### config.mk
export PLATFORM = sky130hd
export DESIGN_NAME = gpio_irq_port
export DESIGN_NICKNAME = d
export VERILOG_FILES = /design/src/rtl/gpio_irq_pkg.sv /design/src/rtl/gpio_in_sync.sv /design/src/rtl/gpio_irq_cell.sv /design/src/rtl/gpio_irq_port.sv
export SDC_FILE = /design/constraint.sdc
export NUM_CORES = 1
export LEC_CHECK = 0
export CORE_ASPECT_RATIO = 1.1
export CORE_MARGIN = 10
export CORE_UTILIZATION = 54
export CTS_BUF_LIST = sky130_fd_sc_hd__clkbuf_8
export DETAILED_ROUTE_END_ITERATION = 6
export MAX_ROUTING_LAYER = met4
export PLACE_DENSITY = 0.78
export SYNTH_ARGS = -nofsm -noshare
export SYNTH_HDL_FRONTEND = slang
export SYNTH_HIERARCHICAL = 1
export SYNTH_SLANG_ARGS = --single-unit
### constraint.sdc
create_clock -name clk -period 2.8 [get_ports clk]
set_input_delay 0.42 -clock clk [delete_from_list [all_inputs] [get_ports clk]]
set_output_delay 0.42 -clock clk [all_outputs]
set_load 0.01 [all_outputs]
### src/rtl/gpio_irq_pkg.sv
package gpio_irq_pkg;
    localparam int NPINS  = 12;
    localparam int ADDR_W = 16;
    localparam int DATA_W = 32;

    localparam logic [15:0] A_DATA  = 16'h3FFC;
    localparam logic [15:0] A_DIR   = 16'h8000;
    localparam logic [15:0] A_SENSE = 16'h8004;
    localparam logic [15:0] A_BOTH  = 16'h8008;
    localparam logic [15:0] A_POL   = 16'h800C;
    localparam logic [15:0] A_MASK  = 16'h8010;
    localparam logic [15:0] A_RAW   = 16'h8014;
    localparam logic [15:0] A_MIS   = 16'h8018;
    localparam logic [15:0] A_CLR   = 16'h801C;

    // per-pin trigger configuration
    typedef struct packed {
        logic sense;   // 1 = level
        logic both;    // 1 = any transition
        logic pol;     // 1 = rising/high
    } trig_cfg_t;

    function automatic logic edge_fire(input logic cur, input logic prev, input trig_cfg_t c);
        logic rise, fall;
        rise = cur & ~prev;
        fall = ~cur & prev;
        if (c.both) return rise | fall;
        return c.pol ? rise : fall;
    endfunction

    function automatic logic level_fire(input logic cur, input trig_cfg_t c);
        return cur == c.pol;
    endfunction
endpackage

### src/rtl/gpio_in_sync.sv
module gpio_in_sync #(
    parameter int N = 1
) (
    input  logic         clk,
    input  logic         rst,
    input  logic [N-1:0] din,
    output logic [N-1:0] dout
);
    logic [N-1:0] s1;

    always_ff @(posedge clk) begin
        if (rst) begin
            s1   <= '0;
            dout <= '0;
        end else begin
            s1   <= din;
            dout <= s1;
        end
    end

    // cycles since reset, saturating, for the delay check
    logic [1:0] age;
    always_ff @(posedge clk) begin
        if (rst) age <= 2'd0;
        else if (age != 2'd2) age <= age + 2'd1;
    end

    // output lags input by exactly two edges
    p_two_stage_r3: assert property (@(posedge clk) disable iff (rst)
        (age == 2'd2) |-> (dout == $past(din, 2)));
endmodule

### src/rtl/gpio_irq_cell.sv
module gpio_irq_cell
    import gpio_irq_pkg::*;
(
    input  logic      clk,
    input  logic      rst,
    input  logic      cur,
    input  logic      prev,
    input  trig_cfg_t cfg,
    input  logic      clr,
    output logic      raw
);
    logic hit;
    logic lat;

    assign hit = ~cfg.sense & edge_fire(cur, prev, cfg);

    always_ff @(posedge clk) begin
        if (rst)      lat <= 1'b0;
        else if (hit) lat <= 1'b1;   // new edge beats clear
        else if (clr) lat <= 1'b0;
    end

    assign raw = cfg.sense ? level_fire(cur, cfg) : lat;

    p_edge_wins_r9: assert property (@(posedge clk) disable iff (rst)
        hit |=> lat);
    p_clear_r8: assert property (@(posedge clk) disable iff (rst)
        (clr && !hit) |=> !lat);
    p_hold_r8: assert property (@(posedge clk) disable iff (rst)
        (!clr && !hit && lat) |=> lat);
endmodule

### src/rtl/gpio_irq_port.sv
module gpio_irq_port
    import gpio_irq_pkg::*;
#(
    parameter int N  = NPINS,
    parameter int AW = ADDR_W,
    parameter int DW = DATA_W
) (
    input  logic          clk,
    input  logic          rst,
    input  logic [AW-1:0] bus_addr,
    input  logic          bus_we,
    input  logic [DW-1:0] bus_wdata,
    output logic [DW-1:0] bus_rdata,
    input  logic [N-1:0]  pin_in,
    output logic [N-1:0]  pin_out,
    output logic [N-1:0]  pin_oe,
    output logic          irq
);
    localparam int PAD = DW - N;

    logic [N-1:0] out_q, dir_q, sense_q, both_q, pol_q, mask_q;
    logic [N-1:0] pin_s, pin_p, raw, masked, clr_vec, wlo;
    logic         irq_any;

    assign wlo = bus_wdata[N-1:0];

    function automatic logic hit_addr(input logic [AW-1:0] a, input logic [15:0] off);
        return a == AW'(off);
    endfunction

    // register writes
    always_ff @(posedge clk) begin
        if (rst) begin
            out_q   <= '0;
            dir_q   <= '0;
            sense_q <= '0;
            both_q  <= '0;
            pol_q   <= '0;
            mask_q  <= '0;
        end else if (bus_we) begin
            if (hit_addr(bus_addr, A_DATA))  out_q   <= wlo;
            if (hit_addr(bus_addr, A_DIR))   dir_q   <= wlo;
            if (hit_addr(bus_addr, A_SENSE)) sense_q <= wlo;
            if (hit_addr(bus_addr, A_BOTH))  both_q  <= wlo;
            if (hit_addr(bus_addr, A_POL))   pol_q   <= wlo;
            if (hit_addr(bus_addr, A_MASK))  mask_q  <= wlo;
        end
    end

    assign clr_vec = (bus_we && hit_addr(bus_addr, A_CLR)) ? wlo : '0;

    // input synchronizer and previous sample
    gpio_in_sync #(.N(N)) u_pin_sync (
        .clk (clk),
        .rst (rst),
        .din (pin_in),
        .dout(pin_s)
    );

    always_ff @(posedge clk) begin
        if (rst) pin_p <= '0;
        else     pin_p <= pin_s;
    end

    // per-pin detectors
    for (genvar i = 0; i < N; i++) begin : g_cell
        trig_cfg_t cfg_i;
        assign cfg_i = '{sense: sense_q[i], both: both_q[i], pol: pol_q[i]};
        gpio_irq_cell u_cell (
            .clk (clk),
            .rst (rst),
            .cur (pin_s[i]),
            .prev(pin_p[i]),
            .cfg (cfg_i),
            .clr (clr_vec[i]),
            .raw (raw[i])
        );
    end

    assign masked  = raw & mask_q;
    assign irq_any = |masked;

    gpio_in_sync #(.N(1)) u_irq_sync (
        .clk (clk),
        .rst (rst),
        .din (irq_any),
        .dout(irq)
    );

    assign pin_out = out_q;
    assign pin_oe  = dir_q;

    // read mux
    logic [N-1:0] rd_lo;
    always_comb begin
        rd_lo = '0;
        if (hit_addr(bus_addr, A_DATA))  rd_lo = (out_q & dir_q) | (pin_s & ~dir_q);
        if (hit_addr(bus_addr, A_DIR))   rd_lo = dir_q;
        if (hit_addr(bus_addr, A_SENSE)) rd_lo = sense_q;
        if (hit_addr(bus_addr, A_BOTH))  rd_lo = both_q;
        if (hit_addr(bus_addr, A_POL))   rd_lo = pol_q;
        if (hit_addr(bus_addr, A_MASK))  rd_lo = mask_q;
        if (hit_addr(bus_addr, A_RAW))   rd_lo = raw;
        if (hit_addr(bus_addr, A_MIS))   rd_lo = masked;
    end
    assign bus_rdata = {{PAD{1'b0}}, rd_lo};

    p_oe_follow_r2: assert property (@(posedge clk) disable iff (rst)
        (bus_we && hit_addr(bus_addr, A_DIR)) |=> (pin_oe == $past(wlo)));
    p_irq_lag_r10: assert property (@(posedge clk) disable iff (rst)
        irq == $past(irq_any, 2));
    p_clr_reads_zero_r11: assert property (@(posedge clk) disable iff (rst)
        hit_addr(bus_addr, A_CLR) |-> (bus_rdata == '0));
    p_mask_gate_r7: assert property (@(posedge clk) disable iff (rst)
        (mask_q == '0) |=> !irq_any || (mask_q != '0));
endmodule

# == Yosys cells after proc, flatten, opt, wreduce, memory -nomap -nowiden ==
# Index checks and enable logic that the tools add are counted.
# classes
n_eq_ne,21
muxes,93
n_bitwise,89
n_reduce_logical,20
# op_table
operator,count
$eq 16x16->1 const B,8
$mux 12,9
$mux 1,84
$and 1x1->1,36
$and 12x12->12,3
$not 1->1,36
$reduce_bool 2->1,12
$eq 16x14->1 const B,1
$eq 1x1->1,12
$not 12->12,1
$or 1x1->1,12
$or 12x12->12,1
$reduce_and 2->1,6
$reduce_or 12->1,1
$logic_and 1x1->1,1
# totals
reg_bits,122
inputBits,63
out_inout_bits,57
word_cells,246

# == Longest topological paths before layout ==
# Gate-level depths: netlist of the first run.
# depth
ltp_word,11
depth_mapped,10
depth_no_buf,7

# == By module ==
# The synthesis of the first run kept the hierarchy.
# modules_own_cells
mod,n_inst,cells_each,area_per_inst_um2,seq_area_each_um2
gpio_irq_port,1,555,4279.1,1681.6
gpio_irq_cell,12,13,107.6,20.0
gpio_in_sync at u_pin_sync,1,50,693.2,480.5
gpio_in_sync at u_irq_sync,1,4,52.6,40.0

# == Worst setup path after synthesis of the first run ==
# No wires, ideal clock.
# synth_path
path_kind,input to output
start,input port bus_addr[14]
end,output port bus_rdata[2]
arrival_ps,2105
t_required_ps,2380
setup_slack_ps,275
path_stages,7
n_path_buf,1
cell_sequence,nor4b_4 and2_1 buf_6 nor4b_4 a211oi_1 o221a_1 o32ai_1
# synth_via
elab_chain_cells,9
word_cells_on_any_way,16
cone_classes,eq/ne (8); mux (8)
# synth_lines
item,line_no,source
start: declaration,gpio_irq_port.sv:10,"input logic [AW-1:0] bus_addr,"
$eq 16x14->1,gpio_irq_port.sv:28,return a == AW'(off);
$mux 12,gpio_irq_port.sv:97,"if (hit_addr(bus_addr, A_DATA)) rd_lo = (out_q & dir_q) | (pin_s & ~dir_q);"
$mux 12,gpio_irq_port.sv:98,"if (hit_addr(bus_addr, A_DIR)) rd_lo = dir_q;"
$mux 12,gpio_irq_port.sv:99,"if (hit_addr(bus_addr, A_SENSE)) rd_lo = sense_q;"
$mux 12,gpio_irq_port.sv:100,"if (hit_addr(bus_addr, A_BOTH)) rd_lo = both_q;"
$mux 12,gpio_irq_port.sv:101,"if (hit_addr(bus_addr, A_POL)) rd_lo = pol_q;"
$mux 12,gpio_irq_port.sv:102,"if (hit_addr(bus_addr, A_MASK)) rd_lo = mask_q;"
$mux 12,gpio_irq_port.sv:103,"if (hit_addr(bus_addr, A_RAW)) rd_lo = raw;"
$mux 12 (*),gpio_irq_port.sv:104,"if (hit_addr(bus_addr, A_MIS)) rd_lo = masked;"
end: declaration,gpio_irq_port.sv:13,"output logic [DW-1:0] bus_rdata,"
# Mark *: on every way between the ends. The rest lies on a longest branch, timed or not.

# == Worst setup path in the final report of the first run ==
# layout_path
start,input port bus_addr[13]
end,output port bus_rdata[9]
# The elaborated chain is that of the path after synthesis.

==> summary.md, run 1 <==
| Metric | Value |
|---|---|
| Status | `finished, final reports clean` |
| Initial Util | `55.2%` |
| Flop2flop setup slack | `0.97 ns` |
| Share of cells above drive strength 1 | `17.9%` |
| Initial antenna violation count | `0` |
| Die X | `123 um` |
| Crit-path most repeated cell | `buf_6` |
| Finish-stage setup viols | `0` |
| TritonCTS clock tree | `built` |
| Post-route insts no fill | `1,042` |
| Ports | `120` |
| Die H | `133 um` |
| Post-DR vias/cell | `5.85` |
| Fmax | `0.366 GHz` |
| Setup Skew | `0.00838 ns` |
| Final hold viol count | `0` |
| Worst-path cell chain | `dlygate4sd2_1 -> nor4_4 -> nand3_2 -> nor4b_4 -> buf_6 -> buf_6 -> o21a_1 -> o221ai_2 -> a22oi_1 -> buf_2` |
| Critical-path maximum fanout | `4` |
| Max Root-Sink Buffers | `2` |
| Register area share after synthesis | `38.7%` |
| Initial DRT Pass Iterations | `7` |
| Largest net degree at the start of global routing | `50` |
| Setup tns final | `0 ns` |
| RD Place Congestion | `0.978` |
| Max-slew violations | `0` |
| Layout Nets | `968` |
| Leak | `3.01 nW` |
| Pwr/cell area | `456 mW/mm^2` |
| Setup crit start kind | `input port` |
| Critical path endpoint category | `output pin` |
| Diodes inserted | `0` |
| Worst min path class | `reg2reg` |
| Post-route DRC violation count | `0` |
| Distinct cells, synth | `50` |
| Mapped Area | `0.00632 mm^2` |
| Slowest CP cell | `nor4b_4` |
| Htree depth | `4` |
| CP max stage delay | `0.36 ns` |
| First-pass GRT wire length | `32.3 mm` |
| Total Wirelength | `20.8 mm` |
| Clk slew on worst S/H paths | `0.07 ns` |
| Post-CTS Hold Fix Bufs | `0` |
| Async set-reset flop share out of synthesis | `0%` |
| Root Driver | `clkbuf_8` |
| Req. time, crit path | `2.38 ns` |
| Per-cell routed wire length | `20.0 um` |
| Die ar. | `0.0164 mm^2` |
| Core region area | `0.0114 mm^2` |
| Clock sinks | `122` |
| Max_cap viols | `0` |
| #FFs+latches synth | `122` |
| Post-synth EDFFs | `0` |
| Total Power | `3.64 mW` |
| Growth of design area from synthesis to finish | `26.3%` |
| Total vias in the final route | `6,099` |
| Final period util | `97.5%` |
| Post-synthesis instance total | `765` |
| Least-Margin Pin Slew | `0.579 ns` |
| Synth Area per Inst | `8.26 um^2` |
| Cts bufs inserted | `17` |
| Clk Latency, worst-skew pair | `0.44 ns` |
| Placed instance count | `1,003` |
| Gr ovfl total | `0` |
| DRT iter0 DRCs | `617` |
| Max transition margin | `61.4%` |
| Setup Crit Path Kind | `in2out` |
| Design area | `0.00798 mm^2` |
| Dpl cell area | `0.00748 mm^2` |
| Core Util, Final | `69.8%` |
| Post-DP HPWL | `14.8 mm` |
| Vias in the first global route | `5,985` |
| Peak supply drop | `0.293 mV` |
| Ys Warns | `6` |
| Std cell rows | `41` |
| Post-layout min period | `2.73 ns` |
| Number of routed nets with antenna violations | `0` |
| Worst Path Arrival | `2.31 ns` |
| Number of port buffers | `79` |
| Synth Flop Type | `dfxtp_1` |
| Total Routing Usage GR | `25.8%` |
[synth_stat cells (all sizes together), types with 4 or more instances]
| cell | instances | area share, % |
|---|---|---|
| a211oi | 14 | 1.7 |
| a21oi | 83 | 6.6 |
| a221oi | 9 | 1.2 |
| a22o | 5 | 0.69 |
| a22oi | 7 | 0.83 |
| and2 | 24 | 2.4 |
| and2b | 4 | 0.48 |
| buf | 37 | 4.4 |
| clkbuf | 26 | 1.5 |
| dfxtp | 122 | 39 |
| ha | 24 | 4.8 |
| inv | 29 | 1.7 |
| mux2 | 24 | 4.3 |
| nand2 | 160 | 9.5 |
| nand2b | 4 | 0.40 |
| nand3 | 29 | 2.3 |
| nand3b | 6 | 0.71 |
| nand4 | 6 | 0.59 |
| nor2 | 18 | 1.1 |
| nor2b | 36 | 4.1 |
| nor4 | 5 | 1.1 |
| o21a | 8 | 0.95 |
| o21ai | 36 | 2.9 |
| o221ai | 10 | 1.4 |
| xnor2 | 12 | 1.7 |
[layout by cell type (no fill, tap or decap), drive strengths merged, types with 12 or more instances in the layout]
master / instances
o21ai: 36
inv: 31
a211oi: 14
ha: 24
nand2: 160
nor2b: 36
nor2: 18
clkbuf: 27
and2: 24
nand3: 29
clkdlybuf4s50: 50
conb: 20
mux2: 24
xnor2: 12
a21oi: 83
dfxtp: 122
buf: 77
[critical path, delay by kind of cell]
kind                   cells  cell delay, ns
buffers and inverters      4            0.73
and+or+nand+nor            3            0.68
AOI/OAI and AO/OA          3            0.48
[per-layer routing]
metal	part of all wire (%)	global-route usage [%]
met5	0	-
met2	48	39.9
met4	5.0	14.6
met3	8.5	5.75
met1	38	30.2
[logic make-up (layout without fill, tap and decap cells)]
kind of cell,Yosys count,after routing,synth area share [%]
AND/OR/NAND/NOR,304,304,24.6
AO/OA/AOI/OAI,186,186,18.2
flip-flops,122,122,38.7
buffers and inverters,92,200,7.71
adder cells (fa/ha/maj),24,24,4.75
multiplexers,24,24,4.28
XOR/XNOR,12,12,1.66
other,1,20,0.0594
[final timing paths]
check	endpoint	from	cells after the start
hold / removal	u_pin_sync/dout[10]	u_pin_sync/s1[10]	1
setup reg to reg	u_irq_sync/s1	u_pin_sync/dout[7]	6
hold reg to reg	u_pin_sync/dout[10]	u_pin_sync/s1[10]	1
setup / recovery	bus_rdata[9]	bus_addr[13]	10
[registers in the layout (all words and copies together), names as in the netlist]
name               flops
pin_oe                12
u_pin_sync/s1         12
pol_q                 12
g_cell.u_cell/lat     12
u_irq_sync/s1          1
mask_q                12
pin_p                 12
u_pin_sync/dout       12
pin_out               12
u_irq_sync/dout        1
sense_q               12
both_q                12
[power by group]
part	leakage (nW)	total (mW)	internal, mW	switching (mW)
combinational	1.82	0.271	0.115	0.156
clock	0.201	1.59	0.891	0.696
sequential	0.989	1.78	1.76	0.0199
[metrics by stage]
step	hold WS, ns	setup slack, ns
6_report	0.431	0.0695
5_1_grt	0.441	-0.00673
4_1_cts	0.432	0.00176
3_5_place_dp	0.421	-0.783
3_3_place_gp	0.417	-0.754
2_1_floorplan	0.411	0.275
[area by class of cell]
cell class / instances / area [um^2]
Clock buffer: 22 / 303
Multi-Input combinational cell: 570 / 3560
Fill cell: 895 / 3460
Inverter: 29 / 109
Clock inverter: 8 / 95.1
Tap cell: 150 / 188
Sequential cell: 122 / 2440
Timing Repair Buffer: 141 / 1290
[what timing repair did]
item,in CTS,in global routing
setup endpoints to repair,12,12
pin swaps,21,11
setup buffers,7,1
gates resized for setup,94,14
gates cloned,1,0
(Power assumes the default switching activity.)
==> run 2: changes to the inputs <==
SLEW_MARGIN = 0   (was not set)
==> results of run 2 <==
Same layout as run 1: the final DEF is identical, and so are final timing and power.
==> run 3: changes to the inputs <==
CTS_CLUSTER_DIAMETER = 150   (was not set)
==> results of run 3 <==
Same layout as run 1: the final DEF is identical, and so are final timing and power.
